--- src/rtl/rtcw_pkg.sv ---
package rtcw_pkg;

   typedef enum logic [1:0] {
      RA_IEN   = 2'd0,
      RA_ALARM = 2'd1,
      RA_PSC   = 2'd2,
      RA_STAT  = 2'd3
   } rtcw_addr_e;

   // status positions that software decodes
   localparam int unsigned PEND_BIT = 14;
   localparam int unsigned DONE_BIT = 15;

endpackage

--- src/rtl/rtcw_tick_gen.sv ---
module rtcw_tick_gen #(
   parameter int unsigned DIV = 32768
) (
   input  logic clk_i,
   input  logic rst_ni,
   input  logic slow_en_i,
   output logic tick_o
);
   localparam int unsigned CW = (DIV > 1) ? $clog2(DIV) : 1;

   logic [CW-1:0] cnt_q;
   logic          at_end;

   initial begin : p_param_chk
      assert (DIV >= 2) else $error("rtcw_tick_gen: DIV must be at least 2");
   end

   assign at_end = (cnt_q == CW'(DIV - 1));

   always_ff @(posedge clk_i or negedge rst_ni) begin
      if (!rst_ni)                    cnt_q <= '0;
      else if (!slow_en_i || at_end)  cnt_q <= '0;
      else                            cnt_q <= cnt_q + 1'b1;
   end

   assign tick_o = slow_en_i ? at_end : 1'b1;


   tick_spacing_chk: assert property (@(posedge clk_i) disable iff (!rst_ni)
      (tick_o && slow_en_i) |=> (!tick_o || !slow_en_i));

endmodule

--- src/rtl/rtcw_hold_stage.sv ---
module rtcw_hold_stage #(
   parameter int unsigned DATA_W = 16,
   parameter int unsigned ADDR_W = 2
) (
   input  logic              clk_i,
   input  logic              rst_ni,
   input  logic              wr_fire_i,
   input  logic [ADDR_W-1:0] wr_addr_i,
   input  logic [DATA_W-1:0] wr_data_i,
   input  logic              tick_i,
   output logic              pending_o,
   output logic              commit_o,
   output logic [ADDR_W-1:0] commit_addr_o,
   output logic [DATA_W-1:0] commit_data_o
);
   logic              pend_q;
   logic [ADDR_W-1:0] addr_q;
   logic [DATA_W-1:0] data_q;
   logic              accept;

   assign accept = wr_fire_i && !pend_q;

   always_ff @(posedge clk_i or negedge rst_ni) begin
      if (!rst_ni) begin
         pend_q <= 1'b0;
         addr_q <= '0;
         data_q <= '0;
      end else if (accept) begin
         pend_q <= 1'b1;
         addr_q <= wr_addr_i;
         data_q <= wr_data_i;
      end else if (pend_q && tick_i) begin
         pend_q <= 1'b0;
      end
   end

   assign pending_o     = pend_q;
   assign commit_o      = pend_q && tick_i;
   assign commit_addr_o = addr_q;
   assign commit_data_o = data_q;


   capture_chk: assert property (@(posedge clk_i) disable iff (!rst_ni)
      (wr_fire_i && !pend_q) |=> (pend_q && data_q == $past(wr_data_i)));

   drop_chk: assert property (@(posedge clk_i) disable iff (!rst_ni)
      (wr_fire_i && pend_q && !tick_i) |=> (pend_q && $stable(data_q) && $stable(addr_q)));

   commit_clear_chk: assert property (@(posedge clk_i) disable iff (!rst_ni)
      (pend_q && tick_i) |=> !pend_q);

endmodule

--- src/rtl/rtcw_status_reg.sv ---
module rtcw_status_reg
   import rtcw_pkg::*;
#(
   parameter int unsigned DATA_W   = 16,
   parameter int unsigned EVT_W    = 14,
   parameter bit          SET_WINS = 1'b1
) (
   input  logic              clk_i,
   input  logic              rst_ni,
   input  logic [EVT_W-1:0]  evt_i,
   input  logic              done_set_i,
   input  logic              pending_i,
   input  logic              clr_we_i,
   input  logic [DATA_W-1:0] clr_data_i,
   input  logic [DATA_W-1:0] ien_i,
   output logic [DATA_W-1:0] stat_o,
   output logic              irq_o
);
   localparam logic [DATA_W-1:0] PEND_MASK = DATA_W'(1) << PEND_BIT;

   logic [DATA_W-1:0] set_v;
   logic [DATA_W-1:0] clr_v;
   logic              unused_in;

   initial begin : p_param_chk
      assert (DATA_W >= 16) else $error("rtcw_status_reg: DATA_W below 16");
      assert (EVT_W >= 1 && EVT_W <= PEND_BIT) else $error("rtcw_status_reg: EVT_W out of range");
   end

   always_comb begin
      set_v              = '0;
      set_v[EVT_W-1:0]   = evt_i;
      set_v[DONE_BIT]    = done_set_i;
   end

   assign clr_v = clr_we_i ? clr_data_i : '0;

   for (genvar k = 0; k < DATA_W; k++) begin : g_bit
      if (k == PEND_BIT) begin : g_pend
         assign stat_o[k] = pending_i;
      end else if (k == DONE_BIT || k < EVT_W) begin : g_keep
         logic q;
         logic nxt;
         if (SET_WINS) begin : g_set_first
            assign nxt = set_v[k] | (q & ~clr_v[k]);
         end else begin : g_clr_first
            assign nxt = (q | set_v[k]) & ~clr_v[k];
         end
         always_ff @(posedge clk_i or negedge rst_ni) begin
            if (!rst_ni) q <= 1'b0;
            else         q <= nxt;
         end
         assign stat_o[k] = q;


         w1c_chk: assert property (@(posedge clk_i) disable iff (!rst_ni)
            (clr_v[k] && !set_v[k]) |=> !stat_o[k]);

         if (SET_WINS) begin : g_set_chk
            set_sticky_chk: assert property (@(posedge clk_i) disable iff (!rst_ni)
               set_v[k] |=> stat_o[k]);
         end
      end else begin : g_zero
         assign stat_o[k] = 1'b0;
      end
   end

   assign irq_o     = |(stat_o & ien_i & ~PEND_MASK);
   assign unused_in = ^{clr_data_i, ien_i};

endmodule

--- src/rtl/rtcw_sync_port.sv ---
module rtcw_sync_port
   import rtcw_pkg::*;
#(
   parameter int unsigned DATA_W   = 16,
   parameter int unsigned EVT_W    = 14,
   parameter int unsigned DIV      = 32768,
   parameter bit          SET_WINS = 1'b1
) (
   input  logic              clk_i,
   input  logic              rst_ni,
   input  logic              wr_valid_i,
   input  logic [1:0]        wr_addr_i,
   input  logic [DATA_W-1:0] wr_data_i,
   input  logic [1:0]        rd_addr_i,
   output logic [DATA_W-1:0] rd_data_o,
   input  logic [EVT_W-1:0]  evt_i,
   output logic              slow_tick_o,
   output logic [DATA_W-1:0] alarm_o,
   output logic              irq_o
);
   localparam int unsigned ADDR_W = 2;

   logic              to_stat;
   logic              sync_fire;
   logic              pending;
   logic              commit;
   logic [ADDR_W-1:0] commit_addr;
   logic [DATA_W-1:0] commit_data;
   logic [DATA_W-1:0] ien_q;
   logic [DATA_W-1:0] alarm_q;
   logic              psc_run_q;
   logic [DATA_W-1:0] stat;

   assign to_stat   = (rtcw_addr_e'(wr_addr_i) == RA_STAT);
   assign sync_fire = wr_valid_i && !to_stat;

   rtcw_tick_gen #(.DIV(DIV)) u_tick (
      .clk_i     (clk_i),
      .rst_ni    (rst_ni),
      .slow_en_i (psc_run_q),
      .tick_o    (slow_tick_o)
   );

   rtcw_hold_stage #(.DATA_W(DATA_W), .ADDR_W(ADDR_W)) u_hold (
      .clk_i         (clk_i),
      .rst_ni        (rst_ni),
      .wr_fire_i     (sync_fire),
      .wr_addr_i     (wr_addr_i),
      .wr_data_i     (wr_data_i),
      .tick_i        (slow_tick_o),
      .pending_o     (pending),
      .commit_o      (commit),
      .commit_addr_o (commit_addr),
      .commit_data_o (commit_data)
   );

   always_ff @(posedge clk_i or negedge rst_ni) begin
      if (!rst_ni) begin
         ien_q     <= '0;
         alarm_q   <= '0;
         psc_run_q <= 1'b1;
      end else if (commit) begin
         unique case (rtcw_addr_e'(commit_addr))
            RA_IEN:   ien_q     <= commit_data;
            RA_ALARM: alarm_q   <= commit_data;
            RA_PSC:   psc_run_q <= commit_data[0];
            default:  ;
         endcase
      end
   end

   rtcw_status_reg #(.DATA_W(DATA_W), .EVT_W(EVT_W), .SET_WINS(SET_WINS)) u_stat (
      .clk_i      (clk_i),
      .rst_ni     (rst_ni),
      .evt_i      (evt_i),
      .done_set_i (commit),
      .pending_i  (pending),
      .clr_we_i   (wr_valid_i && to_stat),
      .clr_data_i (wr_data_i),
      .ien_i      (ien_q),
      .stat_o     (stat),
      .irq_o      (irq_o)
   );

   always_comb begin
      unique case (rtcw_addr_e'(rd_addr_i))
         RA_IEN:   rd_data_o = ien_q;
         RA_ALARM: rd_data_o = alarm_q;
         RA_PSC:   rd_data_o = {{(DATA_W-1){1'b0}}, psc_run_q};
         default:  rd_data_o = stat;
      endcase
   end

   assign alarm_o = alarm_q;


   stat_write_no_pend_chk: assert property (@(posedge clk_i) disable iff (!rst_ni)
      (wr_valid_i && to_stat && !pending) |=> !stat[PEND_BIT]);

   done_on_commit_chk: assert property (@(posedge clk_i) disable iff (!rst_ni)
      (pending && slow_tick_o) |=> (stat[DONE_BIT] && !stat[PEND_BIT]));

endmodule

--- config.mk ---
export PLATFORM = sky130hd
export DESIGN_NAME = rtcw_sync_port
export DESIGN_NICKNAME = d
export VERILOG_FILES = /design/src/rtl/rtcw_pkg.sv /design/src/rtl/rtcw_tick_gen.sv /design/src/rtl/rtcw_hold_stage.sv /design/src/rtl/rtcw_status_reg.sv /design/src/rtl/rtcw_sync_port.sv
export SDC_FILE = /design/constraint.sdc
export NUM_CORES = 1
export LEC_CHECK = 0
export BUFFER_PORTS_ARGS = -buffer_cell sky130_fd_sc_hd__buf_4
export CAP_MARGIN = 30
export CORE_MARGIN = 3
export CORE_UTILIZATION = 35
export DETAILED_ROUTE_END_ITERATION = 6
export PLACE_DENSITY = 0.57
export REMOVE_ABC_BUFFERS = 1
export SLEW_MARGIN = 20
export SYNTH_ARGS = -nofsm -noshare
export SYNTH_HDL_FRONTEND = slang
export SYNTH_SLANG_ARGS = --single-unit
export TNS_END_PERCENT = 50
--- constraint.sdc ---
create_clock -name clk_i -period 2.7 [get_ports clk_i]
set_input_delay 0.54 -clock clk_i [delete_from_list [all_inputs] [get_ports clk_i]]
set_output_delay 0.54 -clock clk_i [all_outputs]
set_load 0.01 [all_outputs]
==> reports/summary.txt <==
Run status - complete, no violations
Worst VDD drop - 0.299 mV
Max stage delay on crit path - 0.61 ns
Gr usage total - 0.153
Seq cells post-synth - 82
Max Cap Viol - 0
Clk_lat worst skew - 0.34 ns
Routed WL - 8.51 mm
Root Driver - clkbuf_8
Power per cell area - 814 nW/um^2
Top post-synthesis cells by count - dfrtp_1, mux2_2, nand2_1
Clk network pwr share - 0.243
Cell-internal power - 2.62 mW
XOR/XNOR Fraction of Synth Area - 0.0280
Core ar. - 10400 um^2
Std cell rows - 37
Pin count of the biggest net entering global routing - 44
Unique masters post-synth - 38
Area leader, netlist - dfrtp_1
Area share of and/or/nand/nor cells after synthesis - 0.0883
Flop pwr share - 0.498
Area fraction of the dominant cell type after synthesis - 0.540
Final min period - 2.45 ns
Seq/Total Area, Yosys - 0.547
Largest family of logic cells by synthesized area - multiplexers
Worst setup path class - register to output pin
Initial antenna violation count - 0
Final Hold Viols - 0
Post-CTS sizing - 0
CTS Buf Count - 9
M2 GR Usage - 0.253
Adder-Cell Fraction of Synth Area - 0.00333
Io pins - 71
Slew margin rel. - 0.622
Unrepaired setup endpoints after global routing - false
Post-CTS Setup Repair Bufs - 0
Die W - 110 um
Fmax - 408 MHz
Number of global-route vias before repair - 2620
Avg Cell Area, Syn - 13.1 um^2
CP required - 2.16 ns
Final setup vio count - 0
Synth Area in Compound Gates - 0.102
Hold_ws - 0.177 ns
CP dominant cell by count - buf_4
Post-synth ARST share - 1.00
Syn. warnings - 0
Comb pwr share - 0.259
Residual DRC - 0
P&R area growth vs syn - 24.3%
Final slew viol count - 0
Area contributors post-synth - dfrtp_1, mux2_2, mux2_4, a22o_1, a21o_1
Slowest CP cell - o41ai_4
CTS sink cnt - 82
GR Util met1 - 0.201
Layout cells sized above 1 - 0.443
Ant diodes - 0
R2r setup slk - 0.47 ns
Global route total overflow - 0
Psw - 1.18 mW
I/O Buffers - 70
Drt pass-1 iters - 4
Worst reg2reg path endpoint - alarm_o[11]
Vias - 2492
Critical path, cell by cell - nand4_1, o41ai_4, buf_4, buf_4
Kind of cell adding the most delay to the critical path - compound AO/OA/AOI/OAI gates
Via/cell ratio - 4.94
Die ar. - 12000 um^2
Clk pin slew, worst setup/hold paths - 0.09 ns
Fin Clk Skew - 0.0131 ns
Hpwl dp - 6.00 mm
Met3 Use GR - 0.0411
Crit. End Element - output pin
Top-count cell post-synth - dfrtp_1
Worst EP arrival - 1.91 ns
CTS tree - yes
Htree depth - 3
Die height - 110 um
Sw Share - 0.311
Worst Setup Start Kind - register
CP Buf/Inv Count - 2
CTS Buffer Depth - 2
Nets - 401
Antenna Nets Post-Route - 0
Worst Max-Slew Pin Slew - 0.567 ns
FF-to-FF Start - u_tick.cnt_q[10]
Cell count after synthesis - 286
Setup TNS Final - 0 ns
Min-delay worst type - input port to async pin
Final Cycle Share - 0.907
Post-synth EDFFs - 0
Leakage - 2.19 nW
GR peak layer - met2
Initial cell density of the core - 0.362
Mux share of post-synthesis cell area - 0.205
Crit path max fanout - 6
CTS Hold Bufs - 0
Synth Flop Type - dfrtp_1
Global-route wire length before repair - 13.9 mm
Routed length per placed instance - 16.9 um
Synth Cell Area - 3750 um^2
R2R depth - 5
Initial DRC Count - 108
Placer Congestion - 0.765
-- per-layer routing --
layer	wire length, um	share of wire
met5	0	0
met4	80	0.0094
met3	292	0.034
met2	4270	0.50
met1	3870	0.45
-- metrics by stage --
step / worst slack [ns] / instance area (um^2) / std cells / power [mW] / utilization
after detailed placement: 0.475 / 4460 / 488 / 2.91 / 0.430
after floorplan: 0.0951 / 3670 / 272 / 2.46 / -
after global routing: 0.0959 / 4670 / 504 / 4.06 / 0.450
final: 0.252 / 4670 / 504 / 3.80 / 0.450
after global placement: 0.471 / 4460 / 488 / 2.89 / 0.430
after CTS: 0.219 / 4670 / 504 / 3.85 / 0.450
-- power groups by stage --
stage / Clock, mW / Combinational, mW / Sequential [mW]
finish: 0.924 / 0.983 / 1.89
global route: 1.01 / 1.09 / 1.96
CTS: 0.956 / 1.00 / 1.89
detailed placement: 0 / 1.00 / 1.91
global placement: 0 / 0.983 / 1.91
floorplan: 0 / 0.621 / 1.84
-- area by class of cell --
type | instances | area, um^2
clock buffer | 10 | 138
clock inverter | 6 | 71.3
fill | 973 | 5700
inverter | 5 | 18.8
multi-input combinational | 185 | 1600
sequential | 82 | 2050
tap | 136 | 170
timing repair buffer | 80 | 613
-- sequential cells by signal (all words and copies together) (netlist names) --
signal / flops
u_hold.commit_data_o: 16
ien_q: 16
u_stat.g_bit.g_keep.q: 15
u_tick.cnt_q: 15
alarm_o: 16
u_hold.pending_o: 1
psc_run_q: 1
u_hold.commit_addr_o: 2
-- cells in the final DEF (no fill, tap or decap), types with 3 or more instances in the layout --
| cell | n |
|---|---|
| a22oi_1 | 4 |
| a21o_1 | 15 |
| inv_1 | 5 |
| clkbuf_8 | 10 |
| a22o_1 | 17 |
| o21ai_0 | 3 |
| dfrtp_1 | 81 |
| xor2_1 | 5 |
| xnor2_1 | 7 |
| nand3_1 | 5 |
| nor2_1 | 18 |
| nor4_1 | 4 |
| nand2_1 | 20 |
| mux2_2 | 51 |
| mux2_4 | 10 |
| buf_4 | 79 |
| nand4_1 | 4 |
-- logic make-up (layout without fill, tap and decap cells) --
family / Yosys count / count (layout)
xor+xnor: 12 / 12
flops: 82 / 82
fa+ha+maj: 1 / 1
simple gates: 62 / 62
mux: 64 / 64
compound gates: 46 / 46
buf+inv: 19 / 101
-- how the worst max path moves through the flow --
| stage | startpoint | endpoint | slack, ns | depth (start not counted) |
|---|---|---|---|---|
| final | u_tick.cnt_q[10] | slow_tick_o | 0.25 | 4 |
| after floorplan | u_tick.cnt_q[0] | alarm_o[0] | 0.1 | 5 |
| after detailed placement | u_tick.cnt_q[0] | alarm_o[2] | 0.48 | 6 |
| after global placement | u_tick.cnt_q[0] | alarm_o[15] | 0.47 | 6 |
| after CTS | u_tick.cnt_q[10] | slow_tick_o | 0.22 | 4 |
| after global routing | u_tick.cnt_q[10] | slow_tick_o | 0.1 | 4 |
(Power assumes the default switching activity.)
